**config.mk**
```make
export PLATFORM = sky130hd
export DESIGN_NAME = sic_ctrl
export DESIGN_NICKNAME = d
export VERILOG_FILES = /design/src/rtl/sic_pkg.sv /design/src/rtl/sic_line_fsm.sv /design/src/rtl/sic_fwd_lookup.sv /design/src/rtl/sic_ctrl.sv
export SDC_FILE = /design/constraint.sdc
export NUM_CORES = 1
export LEC_CHECK = 0
export BUFFER_PORTS_ARGS = -buffer_cell sky130_fd_sc_hd__buf_2
export CORE_MARGIN = 2
export CORE_UTILIZATION = 50
export CTS_CLUSTER_DIAMETER = 80
export CTS_CLUSTER_SIZE = 24
export DETAILED_ROUTE_END_ITERATION = 8
export HOLD_SLACK_MARGIN = 0.1
export MAX_ROUTING_LAYER = met4
export PLACE_DENSITY = 0.91
export REMOVE_ABC_BUFFERS = 1
export SLEW_MARGIN = 20
export SYNTH_ARGS = -nofsm -noshare
export SYNTH_HDL_FRONTEND = slang
export SYNTH_SLANG_ARGS = --single-unit
```
**constraint.sdc**
```tcl
create_clock -name clk -period 3.4 [get_ports clk]
set_input_delay 0.17 -clock clk [delete_from_list [all_inputs] [get_ports clk]]
set_output_delay 0.17 -clock clk [all_outputs]
set_load 0.01 [all_outputs]
```
**src/rtl/sic_pkg.sv**
```systemverilog
package sic_pkg;

    typedef enum logic [1:0] {
        LN_INV = 2'b00,
        LN_VAL = 2'b01,
        LN_REG = 2'b10
    } line_st_e;

endpackage

```
**src/rtl/sic_line_fsm.sv**
```systemverilog
module sic_line_fsm
    import sic_pkg::*;
(
    input  logic     clk,
    input  logic     rst_n,
    input  logic     loc_rd,
    input  logic     loc_wr,
    input  logic     rmt_wr,
    input  logic     sweep,
    output line_st_e st_o,
    output logic     fetch_o,
    output logic     regreq_o
);

    line_st_e st_q, st_d, mid;

    always_comb begin
        // step 1: sweep keeps only lines this core wrote
        mid = st_q;
        if (sweep && mid != LN_REG) begin
            mid = LN_INV;
        end
        // step 2: another core took ownership
        if (rmt_wr && mid == LN_REG) begin
            mid = LN_INV;
        end
        // step 3: local access, write dominates
        st_d     = mid;
        fetch_o  = 1'b0;
        regreq_o = 1'b0;
        if (loc_wr) begin
            if (mid != LN_REG) begin
                st_d     = LN_REG;
                regreq_o = 1'b1;
            end
        end else if (loc_rd && mid == LN_INV) begin
            st_d    = LN_VAL;
            fetch_o = 1'b1;
        end
    end

    always_ff @(posedge clk) begin
        if (!rst_n) begin
            st_q <= LN_INV;
        end else begin
            st_q <= st_d;
        end
    end

    assign st_o = st_q;

endmodule

```
**src/rtl/sic_fwd_lookup.sv**
```systemverilog
module sic_fwd_lookup
    import sic_pkg::*;
#(
    parameter int NUM_LINES = 8,
    parameter int IDX_W     = $clog2(NUM_LINES)
) (
    input  logic [2*NUM_LINES-1:0] st_vec,
    input  logic [IDX_W-1:0]       idx,
    output logic                   owned
);

    always_comb begin
        owned = 1'b0;
        for (int i = 0; i < NUM_LINES; i++) begin
            if (idx == IDX_W'(i) && st_vec[2*i +: 2] == LN_REG) begin
                owned = 1'b1;
            end
        end
    end

endmodule

```
**src/rtl/sic_ctrl.sv**
```systemverilog
module sic_ctrl
    import sic_pkg::*;
#(
    parameter int NUM_LINES = 8,
    parameter int IDX_W     = $clog2(NUM_LINES)
) (
    input  logic                   clk,
    input  logic                   rst_n,
    input  logic                   cpu_rd_i,
    input  logic                   cpu_wr_i,
    input  logic [IDX_W-1:0]       cpu_idx_i,
    input  logic                   rmt_wr_i,
    input  logic [IDX_W-1:0]       rmt_idx_i,
    input  logic                   fwd_rd_i,
    input  logic [IDX_W-1:0]       fwd_idx_i,
    input  logic                   sinv_i,
    output logic                   fetch_req_o,
    output logic [IDX_W-1:0]       fetch_idx_o,
    output logic                   reg_req_o,
    output logic [IDX_W-1:0]       reg_idx_o,
    output logic                   fwd_ack_o,
    output logic                   fwd_nack_o,
    output logic [IDX_W-1:0]       fwd_line_o,
    output logic                   sinv_done_o,
    output logic [2*NUM_LINES-1:0] state_vec_o
);

    typedef struct packed {
        logic             fetch;
        logic [IDX_W-1:0] fetch_idx;
        logic             regreq;
        logic [IDX_W-1:0] reg_idx;
        logic             ack;
        logic             nack;
        logic [IDX_W-1:0] fwd_line;
        logic             done;
    } evt_t;

    logic [NUM_LINES-1:0]   fetch_vec;
    logic [NUM_LINES-1:0]   regreq_vec;
    logic [2*NUM_LINES-1:0] st_vec;
    logic                   fwd_owned;
    evt_t                   ev_d, ev_q;

    for (genvar g = 0; g < NUM_LINES; g++) begin : g_line
        line_st_e st_w;
        sic_line_fsm u_line (
            .clk      (clk),
            .rst_n    (rst_n),
            .loc_rd   (cpu_rd_i && cpu_idx_i == IDX_W'(g)),
            .loc_wr   (cpu_wr_i && cpu_idx_i == IDX_W'(g)),
            .rmt_wr   (rmt_wr_i && rmt_idx_i == IDX_W'(g)),
            .sweep    (sinv_i),
            .st_o     (st_w),
            .fetch_o  (fetch_vec[g]),
            .regreq_o (regreq_vec[g])
        );
        assign st_vec[2*g +: 2] = st_w;
    end

    sic_fwd_lookup #(
        .NUM_LINES (NUM_LINES),
        .IDX_W     (IDX_W)
    ) u_fwd (
        .st_vec (st_vec),
        .idx    (fwd_idx_i),
        .owned  (fwd_owned)
    );

    always_comb begin
        ev_d           = '0;
        ev_d.fetch     = |fetch_vec;
        ev_d.fetch_idx = cpu_idx_i;
        ev_d.regreq    = |regreq_vec;
        ev_d.reg_idx   = cpu_idx_i;
        ev_d.ack       = fwd_rd_i && fwd_owned;
        ev_d.nack      = fwd_rd_i && !fwd_owned;
        ev_d.fwd_line  = fwd_idx_i;
        ev_d.done      = sinv_i;
    end

    always_ff @(posedge clk) begin
        if (!rst_n) begin
            ev_q <= '0;
        end else begin
            ev_q <= ev_d;
        end
    end

    assign fetch_req_o = ev_q.fetch;
    assign fetch_idx_o = ev_q.fetch_idx;
    assign reg_req_o   = ev_q.regreq;
    assign reg_idx_o   = ev_q.reg_idx;
    assign fwd_ack_o   = ev_q.ack;
    assign fwd_nack_o  = ev_q.nack;
    assign fwd_line_o  = ev_q.fwd_line;
    assign sinv_done_o = ev_q.done;
    assign state_vec_o = st_vec;

endmodule

```
; Yosys cells after proc, flatten, opt, wreduce, memory -nomap -nowiden
; Cells that the tools add are included.
[totals]
elab_cells = 220
output_inout_bits = 30
in_bits = 16
register_bits = 27
[classes]
n_eq_ne = 53
n_reduce_logical = 72
mux = 80
[ops]
columns = cell, n
row1 = $mux W2, 40
row2 = $logic_and A1 B1 Y1, 58
row3 = $mux W1, 40
row4 = $eq A3 B3 Y1 const B, 12
row5 = $eq A2 B2 Y1 const B, 16
row6 = $ne A2 B2 Y1 const B, 16
row7 = $eq A3 B2 Y1 const B, 6
row8 = $logic_not A2 Y1, 8
row9 = $reduce_or A8 Y1, 2
row10 = $eq A3 B1 Y1 const B, 3
row11 = $logic_not A3 Y1, 3
row12 = $logic_not A1 Y1, 1

; Depth between registers and ports, before layout
[depth]
word_depth = 12
depth_mapped = 5
depth_no_buf = 4

; By module
; A second synthesis with hierarchy kept.
[hier_totals]
hier_cells = 184
hier_area_um2 = 1611.5
[modules_own_cells]
columns = mod, area_each_um2, n_inst, seq_area_each_um2, cells_each
row1 = sic_line_fsm, 125.1, 8, 40.0, 13
row2 = sic_ctrl, 504.2, 1, 220.2, 67
row3 = sic_fwd_lookup, 106.4, 1, 0.0, 13

; Worst setup path after synthesis
; No wires, ideal clock.
[synth_path]
path_kind = register to register
start = register g_line[1].u_line.st_q[1]
end = register ev_q (netlist bit fwd_nack_o)
period_less_slack_ps = 1439
arrival_ps = 1324
stages_incl_launch_ff = 5
n_path_buf = 0
path_slack_ps = 1961
t_required_ps = 3285
setup_time_ps = 115
path_cell_list = dfxtp_1 -> nor2b_1 -> a21oi_1 -> mux4_2 -> and3_1
[synth_between]
elab_chain_len = 11
[synth_rtl]
columns = item, line
row1 = from (decl), sic_line_fsm.sv:15  ; line_st_e st_q, st_d, mid;
row2 = from (signal assigned), sic_line_fsm.sv:46  ; st_q <= st_d;
row3 = $eq A2 B2 Y1, sic_fwd_lookup.sv:15  ; if (idx == IDX_W'(i) && st_vec[2*i +: 2] == LN_REG) begin
row4 = $logic_and A1 B1 Y1, sic_fwd_lookup.sv:15
row5 = $mux W1 (7 in a row), sic_fwd_lookup.sv:15
row6 = $logic_not A1 Y1, sic_ctrl.sv:77  ; ev_d.nack = fwd_rd_i && !fwd_owned;
row7 = $logic_and A1 B1 Y1, sic_ctrl.sv:77
row8 = to (signal assigned), sic_ctrl.sv:86  ; ev_q <= ev_d;
row9 = to (decl), sic_ctrl.sv:43  ; evt_t ev_d, ev_q;
; No other way between the ends.
; A chain may end at the register's enable or synchronous reset.

; Worst setup path in the final report
[layout_path]
start = register g_line[5].u_line.st_q[1]
end = register ev_q (netlist bit fwd_nack_o)
[layout_between]
elab_chain_len = 7
[layout_rtl]
columns = item, line
row1 = from (decl), sic_line_fsm.sv:15
row2 = from (signal assigned), sic_line_fsm.sv:46
row3 = $eq A2 B2 Y1, sic_fwd_lookup.sv:15
row4 = $logic_and A1 B1 Y1, sic_fwd_lookup.sv:15
row5 = $mux W1 (3 in a row), sic_fwd_lookup.sv:15
row6 = $logic_not A1 Y1, sic_ctrl.sv:77
row7 = $logic_and A1 B1 Y1, sic_ctrl.sv:77
; No other way between the ends.

==> impl_metrics.ini <==
[worst_setup_path]
ff2ff_setup_slack_ps = 1890
worstReg2RegEnd = fwd_nack_o$_SDFF_PN0_
endpoint_kind = flop
reg2reg_depth = 4
crit_type = reg2reg
cp_slowest_cell = mux4_2
cp-startpoint = g_line[5].u_line.st_o[1]$_SDFF_PN0_
startpoint_type = flop
worstPathMaxFanout = 4
r2r-start = g_line[5].u_line.st_o[1]$_SDFF_PN0_
worstPathRequired_ps = 3620
path_cells = nor2b_1, mux2i_1, mux4_2, and3_1
slowest_delay_ps = 470
worstPathArrival_ps = 1740

[synthesis]
yosys.cell_types.count = 35
syn_area_mm2 = 0.001451
ys_warn_count = 0
async_flop_share_pct = 0
syn_avg_cell_area_um2 = 8.488
ys_ff_latch = 27
syn_inst = 171
synth_edf_count = 0
synth_ff_type = dfxtp_1
yosysSeqAreaShare_pct = 37.24

[layout]
layout-drive-gt1-share_pct = 24.53
nFillCells = 248
diodes = 0
fin_util_pct = 62.34
finalNetCount = 229
area_growth_pct = 18.45

[clocking]
post_cts_resized = 0
cts_tree = done
cts-root-buf = clkbuf_4
cts_sinks = 27
numCtsBuffers = 3
insertion_delay_ps = 320
clk_pin_slew_worst_paths_ps = 140
clk_path_buf_depth = 2
cts_setup_buffers = 0
htree_levels = 1

[power]
power.total_mw = 0.5720
ir_drop_mv = 0.2668
leakage_nw = 0.7268
cellPowerDensity_mw_per_mm2 = 332.7

[status]
outcome = complete, no violations

[floorplanning]
start_util_pct = 52.63
fp.coreArea_mm2 = 0.002758
ioPinCount = 46
die_width_um = 57.88
dieArea_mm2 = 0.003350
fp.dieH_um = 57.88
rows = 19

[sta]
report.final.slew_viol_count = 0
finalCriticalPeriod_ps = 1514
worstMarginPinSlew_ps = 506.1
hold_viol_final = 0
skew_ps = 7.475
rsz0062_at_grt = false
fmaxAchievable_mhz = 660.6
final.setup.tns_ps = 0
fin_crit_sh_pct = 44.52
relSlewSlack_pct = 66.22
setup_slack_ps = 1886
setup_viol = 0

[drt]
wl_per_cell_um = 15.21
drtPass1Iterations = 4
via_per_inst = 6.103
vias = 1483
ant_nets = 0
drtIter0Drc = 81
drcViolationCount = 0
wirelength_um = 3695

[placed_design]
place_congestion = 0.9743
port-buffer-count = 45
pre_cts_slack_ps = 1788
hpwl_um = 2755

[global_route]
first_global_vias = 1278
grt_max_degree = 18
grt_pass1_wl_um = 5892
gr-total-overflow = 0
antenna_found_initial = 0
track_usage_pct = 23.27

[min_path]
hold_path.class = in2reg
hp-start = fwd_idx_i[0]
worstHoldPathCells = 2
hold_end = fwd_line_o[0]$_SDFF_PN0_

[job]
cap_violations = 0
==> state kept, by name, summed over array words and instances, names as in the netlist <==
signal / count
fetch_req_o: 1
fwd_ack_o: 1
fwd_line_o: 3
fwd_nack_o: 1
g_line.u_line.st_o: 16
reg_idx_o: 3
reg_req_o: 1
sinv_done_o: 1
==> final cells by class <==
cell class / count / area [um^2] / share of cell area [%]
multi-input combinational: 128 / 839.6 / 48.84
inverter: 5 / 18.77 / 1.092
timing repair buffer: 48 / 255.2 / 14.85
tap: 31 / 38.79 / 2.256
sequential: 27 / 540.5 / 31.44
clock buffer: 4 / 26.28 / 1.528
==> cell usage in the layout, fill, tap and decap left out, drive strengths merged, types with 3 or more instances in the layout <==
cell	netlist	layout
clkbuf	8	4
nand4bb	6	6
nand4b	6	6
o211ai	4	4
a41oi	3	3
inv	5	5
buf	3	45
nor2	13	13
dlygate4sd3	0	3
a31oi	5	5
nor3b	4	4
nand2	19	19
a2111oi	3	3
nor2b	13	13
nand3	4	4
and2	6	6
dfxtp	27	27
a21oi	19	19
==> power by group <==
group	internal, mW	switching [mW]	total [mW]	leakage [nW]
clock	0.0459	0.0892	0.135	0.0150
combinational	0.0415	0.0601	0.102	0.491
sequential	0.329	0.00675	0.335	0.221
==> how the worst max path moves through the flow <==
stage	endpoint	slack (ps)	cells past startpoint
final	fwd_nack_o$_SDFF_PN0_	1890	4
after global routing	fwd_nack_o$_SDFF_PN0_	1800	4
after CTS	fwd_nack_o$_SDFF_PN0_	1890	4
after detailed placement	fetch_req_o$_SDFF_PN0_	1790	5
after global placement	fetch_req_o$_SDFF_PN0_	1840	5
after floorplan	fwd_nack_o$_SDFF_PN0_	1970	4
==> cell families (layout without fill, tap and decap cells) <==
kind of cell / after synthesis / in the layout / synth area share [%]
buf+inv: 16 / 57 / 4.914
mux: 3 / 3 / 2.931
simple gates: 78 / 78 / 32.24
flops: 27 / 27 / 37.24
compound gates: 47 / 47 / 22.67
==> repair_timing <==
action	CTS	global route
setup endpoints to repair	0	0
hold endpoints to repair	3	0
hold buffers	3	0
==> Yosys cell counts (2+ instances only) <==
master / n / area, um^2
a31oi_1: 5 / 31.28
o2111a_1: 2 / 22.52
nand3_1: 4 / 20.02
buf_4: 3 / 22.52
a32oi_1: 2 / 17.52
nand2_1: 19 / 71.32
nor3b_1: 4 / 30.03
a41oi_1: 3 / 26.28
o211ai_1: 4 / 30.03
o21ai_0: 2 / 10.01
dfxtp_1: 27 / 540.5
nand4bb_1: 6 / 67.56
nor2b_1: 13 / 81.33
clkbuf_1: 8 / 30.03
and2_1: 6 / 37.54
a211oi_1: 2 / 15.01
nand4b_1: 6 / 52.55
a22oi_1: 2 / 15.01
or3b_1: 2 / 17.52
mux2i_1: 2 / 20.02
a21oi_1: 19 / 95.09
nor2_1: 13 / 48.80
inv_1: 5 / 18.77
==> layer usage <==
layer	up-vias	wire length [um]	track usage [%]
met4	0	80	7.309
met3	10	365	4.018
li1	714	-	-
met1	675	1520	30.10
met5	-	0	-
met2	84	1728	37.18
==> metrics by stage <==
| step | hold WS, ps | instances | area, um^2 |
|---|---|---|---|
| 2_1_floorplan | 283.8 | 160 | 1399 |
| 3_3_place_gp | 402.3 | 236 | 1663 |
| 3_5_place_dp | 405.7 | 236 | 1663 |
| 4_1_cts | 168.7 | 243 | 1719 |
| 5_1_grt | 158.5 | 243 | 1719 |
| 6_report | 164.1 | 243 | 1719 |
==> worst max-delay path: cells and delay by family (launching register included) <==
family,cells,cell delay [ps]
AND/OR/NAND/NOR,2,440
multiplexers,2,580
flip-flops,1,400
Note: power is estimated with default switching activity, not from simulation.
